File: config.mk
export PLATFORM = sky130hd
export DESIGN_NAME = fdiv_pipe
export DESIGN_NICKNAME = d
export VERILOG_FILES = /design/src/rtl/fdiv_pkg.sv /design/src/rtl/fdiv_classify.sv /design/src/rtl/fdiv_core_stage.sv /design/src/rtl/fdiv_pack.sv /design/src/rtl/fdiv_pipe.sv
export SDC_FILE = /design/constraint.sdc
export NUM_CORES = 2
export LEC_CHECK = 0
export BUFFER_PORTS_ARGS = -buffer_cell sky130_fd_sc_hd__buf_4
export CAP_MARGIN = 30
export CORE_MARGIN = 5
export CORE_UTILIZATION = 25
export CTS_CLUSTER_DIAMETER = 150
export DETAILED_ROUTE_END_ITERATION = 10
export GPL_ROUTABILITY_DRIVEN = 0
export PLACE_DENSITY_LB_ADDON = 0.1
export SLEW_MARGIN = 20
export SYNTH_ARGS = -nofsm -noshare
export SYNTH_HDL_FRONTEND = slang
export SYNTH_SLANG_ARGS = --single-unit
File: constraint.sdc
create_clock -name clk -period 10.4 [get_ports clk]
set_clock_uncertainty 0.15 [all_clocks]
set_input_delay 1.04 -clock clk [delete_from_list [all_inputs] [get_ports clk]]
set_output_delay 1.04 -clock clk [all_outputs]
set_load 0.02 [all_outputs]
File: src/rtl/fdiv_pkg.sv
package fdiv_pkg;
  localparam int EXP_W       = 8;
  localparam int FRAC_W      = 23;
  localparam int MANT_W      = FRAC_W + 1;
  localparam int BIAS        = 127;
  localparam int EXP_MAX     = (1 << EXP_W) - 1;
  localparam int CORE_STAGES = 13;
  localparam int BPS         = 2;
  localparam int QW          = 1 + CORE_STAGES * BPS;
  localparam int RW          = MANT_W + 3;
  localparam int XW          = EXP_W + 2;

  typedef enum logic [1:0] {
    K_ZERO = 2'd0,
    K_NORM = 2'd1,
    K_INF  = 2'd2,
    K_NAN  = 2'd3
  } kind_e;

  typedef struct packed {
    kind_e                  kind;
    logic                   sign;
    logic signed [XW-1:0]   exp;
    logic signed [RW-1:0]   rem;
    logic [QW-1:0]          q;
    logic [MANT_W-1:0]      divisor;
  } stage_t;
endpackage

File: src/rtl/fdiv_classify.sv
module fdiv_classify
  import fdiv_pkg::*;
(
  input  logic        clk,
  input  logic        rst,
  input  logic        en,
  input  logic [31:0] opa,
  input  logic [31:0] opb,
  output stage_t      s_o
);
  logic [EXP_W-1:0]  ea, eb;
  logic [FRAC_W-1:0] fa, fb;
  logic a_zero, a_inf, a_nan, b_zero, b_inf, b_nan;
  logic [MANT_W-1:0] ma, mb;
  logic signed [RW-1:0] r0;
  stage_t nxt;

  assign ea = opa[30:23];
  assign eb = opb[30:23];
  assign fa = opa[22:0];
  assign fb = opb[22:0];

  assign a_zero = (ea == '0);
  assign b_zero = (eb == '0);
  assign a_inf  = (ea == EXP_W'(EXP_MAX)) && (fa == '0);
  assign b_inf  = (eb == EXP_W'(EXP_MAX)) && (fb == '0);
  assign a_nan  = (ea == EXP_W'(EXP_MAX)) && (fa != '0);
  assign b_nan  = (eb == EXP_W'(EXP_MAX)) && (fb != '0);

  assign ma = {1'b1, fa};
  assign mb = {1'b1, fb};
  assign r0 = $signed({3'b000, ma}) - $signed({3'b000, mb});

  always_comb begin
    nxt         = '0;
    nxt.sign    = opa[31] ^ opb[31];
    nxt.exp     = $signed({2'b00, ea}) - $signed({2'b00, eb}) + XW'(BIAS);
    nxt.rem     = r0;
    nxt.q       = {{(QW-1){1'b0}}, ~r0[RW-1]};
    nxt.divisor = mb;
    if (a_nan || b_nan || (a_zero && b_zero) || (a_inf && b_inf))
      nxt.kind = K_NAN;
    else if (a_inf || b_zero)
      nxt.kind = K_INF;
    else if (a_zero || b_inf)
      nxt.kind = K_ZERO;
    else
      nxt.kind = K_NORM;
  end

  always_ff @(posedge clk) begin
    if (rst)     s_o <= '0;
    else if (en) s_o <= nxt;
  end

  // a NaN operand always yields the invalid class one stage later
  p_nan_class_r5: assert property (@(posedge clk) disable iff (rst)
    (en && (a_nan || b_nan)) |=> (s_o.kind == K_NAN));
endmodule

File: src/rtl/fdiv_core_stage.sv
module fdiv_core_stage
  import fdiv_pkg::*;
#(
  parameter int STEPS = BPS
) (
  input  logic   clk,
  input  logic   rst,
  input  logic   en,
  input  stage_t s_i,
  output stage_t s_o
);
  stage_t nxt;
  logic signed [RW-1:0] d_i, d_o;

  assign d_i = $signed({3'b000, s_i.divisor});
  assign d_o = $signed({3'b000, s_o.divisor});

  always_comb begin
    logic signed [RW-1:0] r;
    logic [QW-1:0]        q;
    r = s_i.rem;
    q = s_i.q;
    for (int k = 0; k < STEPS; k++) begin
      if (!r[RW-1]) r = {r[RW-2:0], 1'b0} - d_i;
      else          r = {r[RW-2:0], 1'b0} + d_i;
      q = {q[QW-2:0], ~r[RW-1]};
    end
    nxt     = s_i;
    nxt.rem = r;
    nxt.q   = q;
  end

  always_ff @(posedge clk) begin
    if (rst)     s_o <= '0;
    else if (en) s_o <= nxt;
  end

  // the partial remainder of a live division stays in [-d, d)
  p_rem_bound_r1: assert property (@(posedge clk) disable iff (rst)
    (s_o.kind == K_NORM) |-> ((s_o.rem < d_o) && (s_o.rem >= -d_o)));
endmodule

File: src/rtl/fdiv_pack.sv
module fdiv_pack
  import fdiv_pkg::*;
(
  input  logic        clk,
  input  logic        rst,
  input  logic        en,
  input  stage_t      s_i,
  output logic [31:0] quo,
  output logic        ovf,
  output logic        unf,
  output logic        inv
);
  logic signed [RW-1:0] d, tr;
  logic                 rem_nz, hi, g, st, up;
  logic [MANT_W-1:0]    mant, mfin;
  logic [MANT_W:0]      m25;
  logic signed [XW:0]   e_w;
  logic [31:0]          quo_n;
  logic                 ovf_n, unf_n, inv_n;

  assign d      = $signed({3'b000, s_i.divisor});
  assign tr     = s_i.rem[RW-1] ? (s_i.rem + d) : s_i.rem;
  assign rem_nz = (tr != '0);
  assign hi     = s_i.q[QW-1];

  always_comb begin
    if (hi) begin
      mant = s_i.q[QW-1 -: MANT_W];
      g    = s_i.q[QW-1-MANT_W];
      st   = (|s_i.q[QW-2-MANT_W:0]) | rem_nz;
    end else begin
      mant = s_i.q[QW-2 -: MANT_W];
      g    = s_i.q[QW-2-MANT_W];
      st   = (|s_i.q[QW-3-MANT_W:0]) | rem_nz;
    end
  end

  assign up   = g & (st | mant[0]);
  assign m25  = {1'b0, mant} + {{MANT_W{1'b0}}, up};
  assign mfin = m25[MANT_W] ? m25[MANT_W:1] : m25[MANT_W-1:0];
  assign e_w  = {s_i.exp[XW-1], s_i.exp} - {{XW{1'b0}}, ~hi}
              + {{XW{1'b0}}, m25[MANT_W]};

  always_comb begin
    quo_n = '0;
    ovf_n = 1'b0;
    unf_n = 1'b0;
    inv_n = 1'b0;
    case (s_i.kind)
      K_NAN: begin
        quo_n = 32'h7FC0_0000;
        inv_n = 1'b1;
      end
      K_INF:  quo_n = {s_i.sign, {EXP_W{1'b1}}, {FRAC_W{1'b0}}};
      K_ZERO: quo_n = {s_i.sign, 31'd0};
      default: begin
        if (e_w >= (XW+1)'(EXP_MAX)) begin
          quo_n = {s_i.sign, {EXP_W{1'b1}}, {FRAC_W{1'b0}}};
          ovf_n = 1'b1;
        end else if (e_w <= (XW+1)'(0)) begin
          quo_n = {s_i.sign, 31'd0};
          unf_n = 1'b1;
        end else begin
          quo_n = {s_i.sign, e_w[EXP_W-1:0], mfin[FRAC_W-1:0]};
        end
      end
    endcase
  end

  always_ff @(posedge clk) begin
    if (rst) begin
      quo <= '0;
      ovf <= 1'b0;
      unf <= 1'b0;
      inv <= 1'b0;
    end else if (en) begin
      quo <= quo_n;
      ovf <= ovf_n;
      unf <= unf_n;
      inv <= inv_n;
    end
  end

  // flags are mutually exclusive
  p_flags_exclusive_r12: assert property (@(posedge clk) disable iff (rst)
    $onehot0({ovf, unf, inv}));
  // invalid always comes with the canonical quiet NaN
  p_invalid_qnan_r5: assert property (@(posedge clk) disable iff (rst)
    inv |-> (quo == 32'h7FC0_0000));
  // overflow always comes with an infinity
  p_overflow_inf_r9: assert property (@(posedge clk) disable iff (rst)
    ovf |-> (quo[30:0] == 31'h7F80_0000));
  // underflow always comes with a zero
  p_underflow_zero_r10: assert property (@(posedge clk) disable iff (rst)
    unf |-> (quo[30:0] == 31'd0));
endmodule

File: src/rtl/fdiv_pipe.sv
module fdiv_pipe
  import fdiv_pkg::*;
(
  input  logic        clk,
  input  logic        rst,
  input  logic        en,
  input  logic [31:0] opa,
  input  logic [31:0] opb,
  output logic [31:0] quo,
  output logic        ovf,
  output logic        unf,
  output logic        inv
);
  stage_t chain [0:CORE_STAGES];

  fdiv_classify u_classify (
    .clk (clk),
    .rst (rst),
    .en  (en),
    .opa (opa),
    .opb (opb),
    .s_o (chain[0])
  );

  for (genvar gi = 0; gi < CORE_STAGES; gi++) begin : g_core
    fdiv_core_stage #(.STEPS(BPS)) u_stage (
      .clk (clk),
      .rst (rst),
      .en  (en),
      .s_i (chain[gi]),
      .s_o (chain[gi+1])
    );
  end

  fdiv_pack u_pack (
    .clk (clk),
    .rst (rst),
    .en  (en),
    .s_i (chain[CORE_STAGES]),
    .quo (quo),
    .ovf (ovf),
    .unf (unf),
    .inv (inv)
  );

  // with enable low the visible result does not move
  p_freeze_hold_r3: assert property (@(posedge clk) disable iff (rst)
    !en |=> ($stable(quo) && $stable(ovf) && $stable(unf) && $stable(inv)));
  // reset clears the outputs on the following cycle
  p_reset_clear_r4: assert property (@(posedge clk)
    rst |=> (quo == '0 && !ovf && !unf && !inv));
endmodule

==> impl.org <==
** Flow run
- Maximum Capacitance Violations :: 0

** Detailed routing
- Detailed Routing Iterations Pass 1 :: 5
- The first routing iteration left 5,796 violations.
- Via total after detailed routing :: 88,176
- After detailed routing, the total wire length is 344 mm.
- Drt wl/cell :: 19.1 µm
- Number of antenna-violating nets in the routed design :: 0
- DRC errors left :: 0
- In the routed layout, each cell is associated on average with a via count of 4.88.

** Synthesis
- Count of flip-flops with a built-in enable after synthesis :: 0
- The netlist uses 106 different library cells.
- In the synthesized netlist, the number of instances is 12,948.
- The biggest area contributor in the post-synthesis netlist is dfxtp_1.
- Among all cell types in the netlist, the one instantiated most often is nor2_1.
- Proportion of register bits with asynchronous set or reset after synthesis :: 0%
- Ranked by total cell area, the synthesized netlist is headed by dfxtp_1, ha_1, mux2i_1.
- In this run, synthesis produced a sequential element count of 1,112.
- For this run, the leading register cell type out of synthesis is dfxtp_1.
- Top-area cell type share of the netlist area :: 22.3%
- For this run, the number of Yosys warnings is 0.
- Top cell types by occurrence after synthesis :: nor2_1, ha_1, a21oi_1
- The number of nets in the synthesized netlist is 14,311.
- After synthesis, the mean cell area works out to 7.72 µm².
- Summing every instance area after synthesis gives 99,900 µm².
- Of the synthesized area, sequential elements account for 22.3%.

** Place
- OpenSTA, run right after detailed placement, puts the worst setup slack at 2.02 ns.
- In this run the cell area measured after placement is 106,000 µm².
- Placed cell count :: 17,755
- Once detailed placement completed, the half-perimeter wirelength came to 270 mm.
- Input and output buffers added on the ports amount to 101.

** Worst setup path
- CP Data Required Time :: 11.03 ns
- The slowest stage of the critical path belongs to the cell or4_1.
- The worst register-to-register path has a depth of 31.
- Start-to-end type of the worst setup path :: reg2reg
- Largest delay contributor family on the critical path :: simple AND/OR/NAND/NOR gates
- Kind of start point of the critical path :: register
- Worst Setup End Kind :: register
- For this run, the slowest stage of the critical path takes 0.66 ns.
- Bufs and invs on worst path :: 3
- Crit path depth :: 31
- WP data arrival :: 9.05 ns
- Along the worst path, the maximum fanout reaches 20.

** Outcome
- Outcome :: completed

** Timing
- For this run, the top clock speed supported by timing is 0.119 GHz.
- Final worst path period need :: 8.42 ns
- Hold slack final :: 0.286 ns
- Headroom to the max-slew limit came out at 28.5%.
- The number of max-slew violations in the final report was 0.
- Final worst-path cycle share :: 81.0%
- Setup repair after global routing left no endpoint under its margin.
- Fin worst setup slack :: 1.98 ns
- The number of hold-slack violations in the final timing report came to 0.
- Setup TNS Final :: 0 ns
- Endpoints failing setup :: 0
- At the pin with the least slew margin, the transition time is 1.07 ns.

** Floorplanning
- Number of cell rows :: 232
- The die is 642 µm tall.
- The die is 642 µm wide.
- DIE AREA :: 412,000 µm²
- Initial core utilization :: 25.1%
- Io pins :: 102
- In this run the standard cell core region covers 399,000 µm².

** Pwr
- Cell leakage power :: 47.5 nW
- Dividing total power by cell area gives a power density of 319 nW/µm².
- Overall power consumption after layout is estimated at 35.5 mW.
- VDD sags by at most 0.160 mV.

** Final layout
- The finished layout holds 18,054 standard cells, fillers aside.
- Sequential cell area in the final layout :: 22,300 µm²
- Final cell area excluding filler cells :: 111,000 µm²
- Net total in the final layout :: 14,018
- Area of combinational cells with multiple inputs :: 71,900 µm²
- Cells fill 27.9% of the core in the end.
- FILL cells :: 43,756
- Growth of design area from synthesis to finish :: 11.3%
- Cells with a size suffix above 1 make up 4.57% of the layout.

** Clocking
- The tree built by TritonCTS fans out to 1,112 sinks.
- Counting the buffers created by CTS gives 161.
- CTS placed an instance of clkbuf_16 at the clock tree root.
- After clock tree synthesis, the clock-pin slew on the worst setup and hold paths is 0.06 ns.
- TritonCTS built the clock tree.
- CTS built an H-tree with a depth of 4.
- The clock passes through at most 4 buffers.
- Post-CTS repair changed the size of 0 cells.
- Post-CTS Setup Inserts :: 0
- Insertion delay to the later sink of the worst-skew pair :: 0.88 ns
- In this run, post-CTS hold repair placed 0 buffers.

** Hold path
- Hold Path Class :: in2reg
- Counting instances, the worst hold path has a depth of 3.

** Global route
- Number of global-route vias before repair :: 86,094
- Entering global routing, the biggest net connects 161 pins.
- The first global-routing pass estimated 534 mm of wire.
- For this run, the total global-route usage over all layers was measured as 16.0%.
- The number of antenna violations at the first check in global routing was 15.
- Overflow after GRT :: 0
==> per-layer routing <==
metal | up-vias | routed length, µm | global-route usage, %
met1 | 41537 | 184000 | 24.5
met4 | 0 | 6490 | 2.97
met2 | 1198 | 142000 | 24.1
li1 | 45178 | - | -
met3 | 263 | 11600 | 1.67
met5 | - | 0 | 0
==> power breakdown <==
| group | internal, mW | total [mW] | switching, mW | leakage [nW] |
|---|---|---|---|---|
| Sequential | 4.79 | 5.32 | 0.530 | 9.06 |
| Combinational | 9.93 | 24.5 | 14.6 | 35.8 |
| Clock | 3.45 | 5.70 | 2.25 | 2.70 |
==> tightest hold or removal path: stages <==
cell and delay (ns):
buf_4 0.09, mux2i_1 0.06, nor2_1 0.07
==> flip-flops by register name, summed over array words and instances, names as in the netlist <==
signal and flops:
u_pack.quo 32, u_pack.unf 1, u_classify.s_o 63, u_pack.inv 1
g_core.u_stage.s_o 1014, u_pack.ovf 1
==> cells in the final DEF, fill, tap and decap left out, drive strengths merged, types with 50 or more instances in the layout <==
| master | synthesis | routed |
|---|---|---|
| nand4 | 50 | 50 |
| mux2i | 861 | 861 |
| dfxtp | 1112 | 1112 |
| buf | 124 | 183 |
| o21ai | 755 | 755 |
| a31oi | 109 | 109 |
| a311oi | 51 | 51 |
| nand3 | 148 | 148 |
| ha | 1265 | 1265 |
| nand2b | 134 | 134 |
| o211ai | 70 | 70 |
| a21o | 256 | 256 |
| nor4 | 78 | 78 |
| xnor2 | 562 | 562 |
| o21a | 108 | 108 |
| nand2 | 648 | 648 |
| or3 | 96 | 96 |
| o31ai | 127 | 127 |
| and3 | 80 | 80 |
| nor2 | 1888 | 1888 |
| o21bai | 269 | 269 |
| nor2b | 143 | 143 |
| inv | 914 | 920 |
| a211oi | 292 | 292 |
| clkbuf | 517 | 234 |
| nor3 | 261 | 261 |
| xor2 | 166 | 166 |
| a21oi | 1123 | 1123 |
==> path summary, 6_finish.rpt <==
check | end | start | slack [ns]
max | u_pack.quo[9] | g_core[12].u_stage.s_o[50] | 1.98
min | u_classify.s_o[8] | opb[8] | 0.29
max reg2reg | u_pack.quo[9] | g_core[12].u_stage.s_o[50] | 1.98
min reg2reg | u_pack.quo[31] | u_pack.quo[31] | 0.31
==> logic make-up (layout without fill, tap and decap cells) <==
kind of cell               Yosys count  after routing  synth area share, %
xor gates and xnor gates           728            728                 6.42
adders and majority gates         1296           1296                 16.5
buffers and inverters             1561           1396                 5.94
and+or+nand+nor                   3702           3702                 16.5
other                                0              6                    0
muxes                              872            872                 8.75
DFF                               1112           1112                 22.3
AOI/OAI and AO/OA                 3677           3677                 23.6
==> cell type report <==
type / instances / area share [%]
Multi-Input combinational cell: 10275 / 64.7
Sequential cell: 1112 / 20.0
Tap cell: 5265 / 5.93
Clock buffer: 233 / 4.34
Inverter: 920 / 3.11
Timing Repair Buffer: 185 / 1.35
Clock inverter: 58 / 0.563
Antenna cell: 6 / 0.0135
Power figures use the tool's default switching activity.
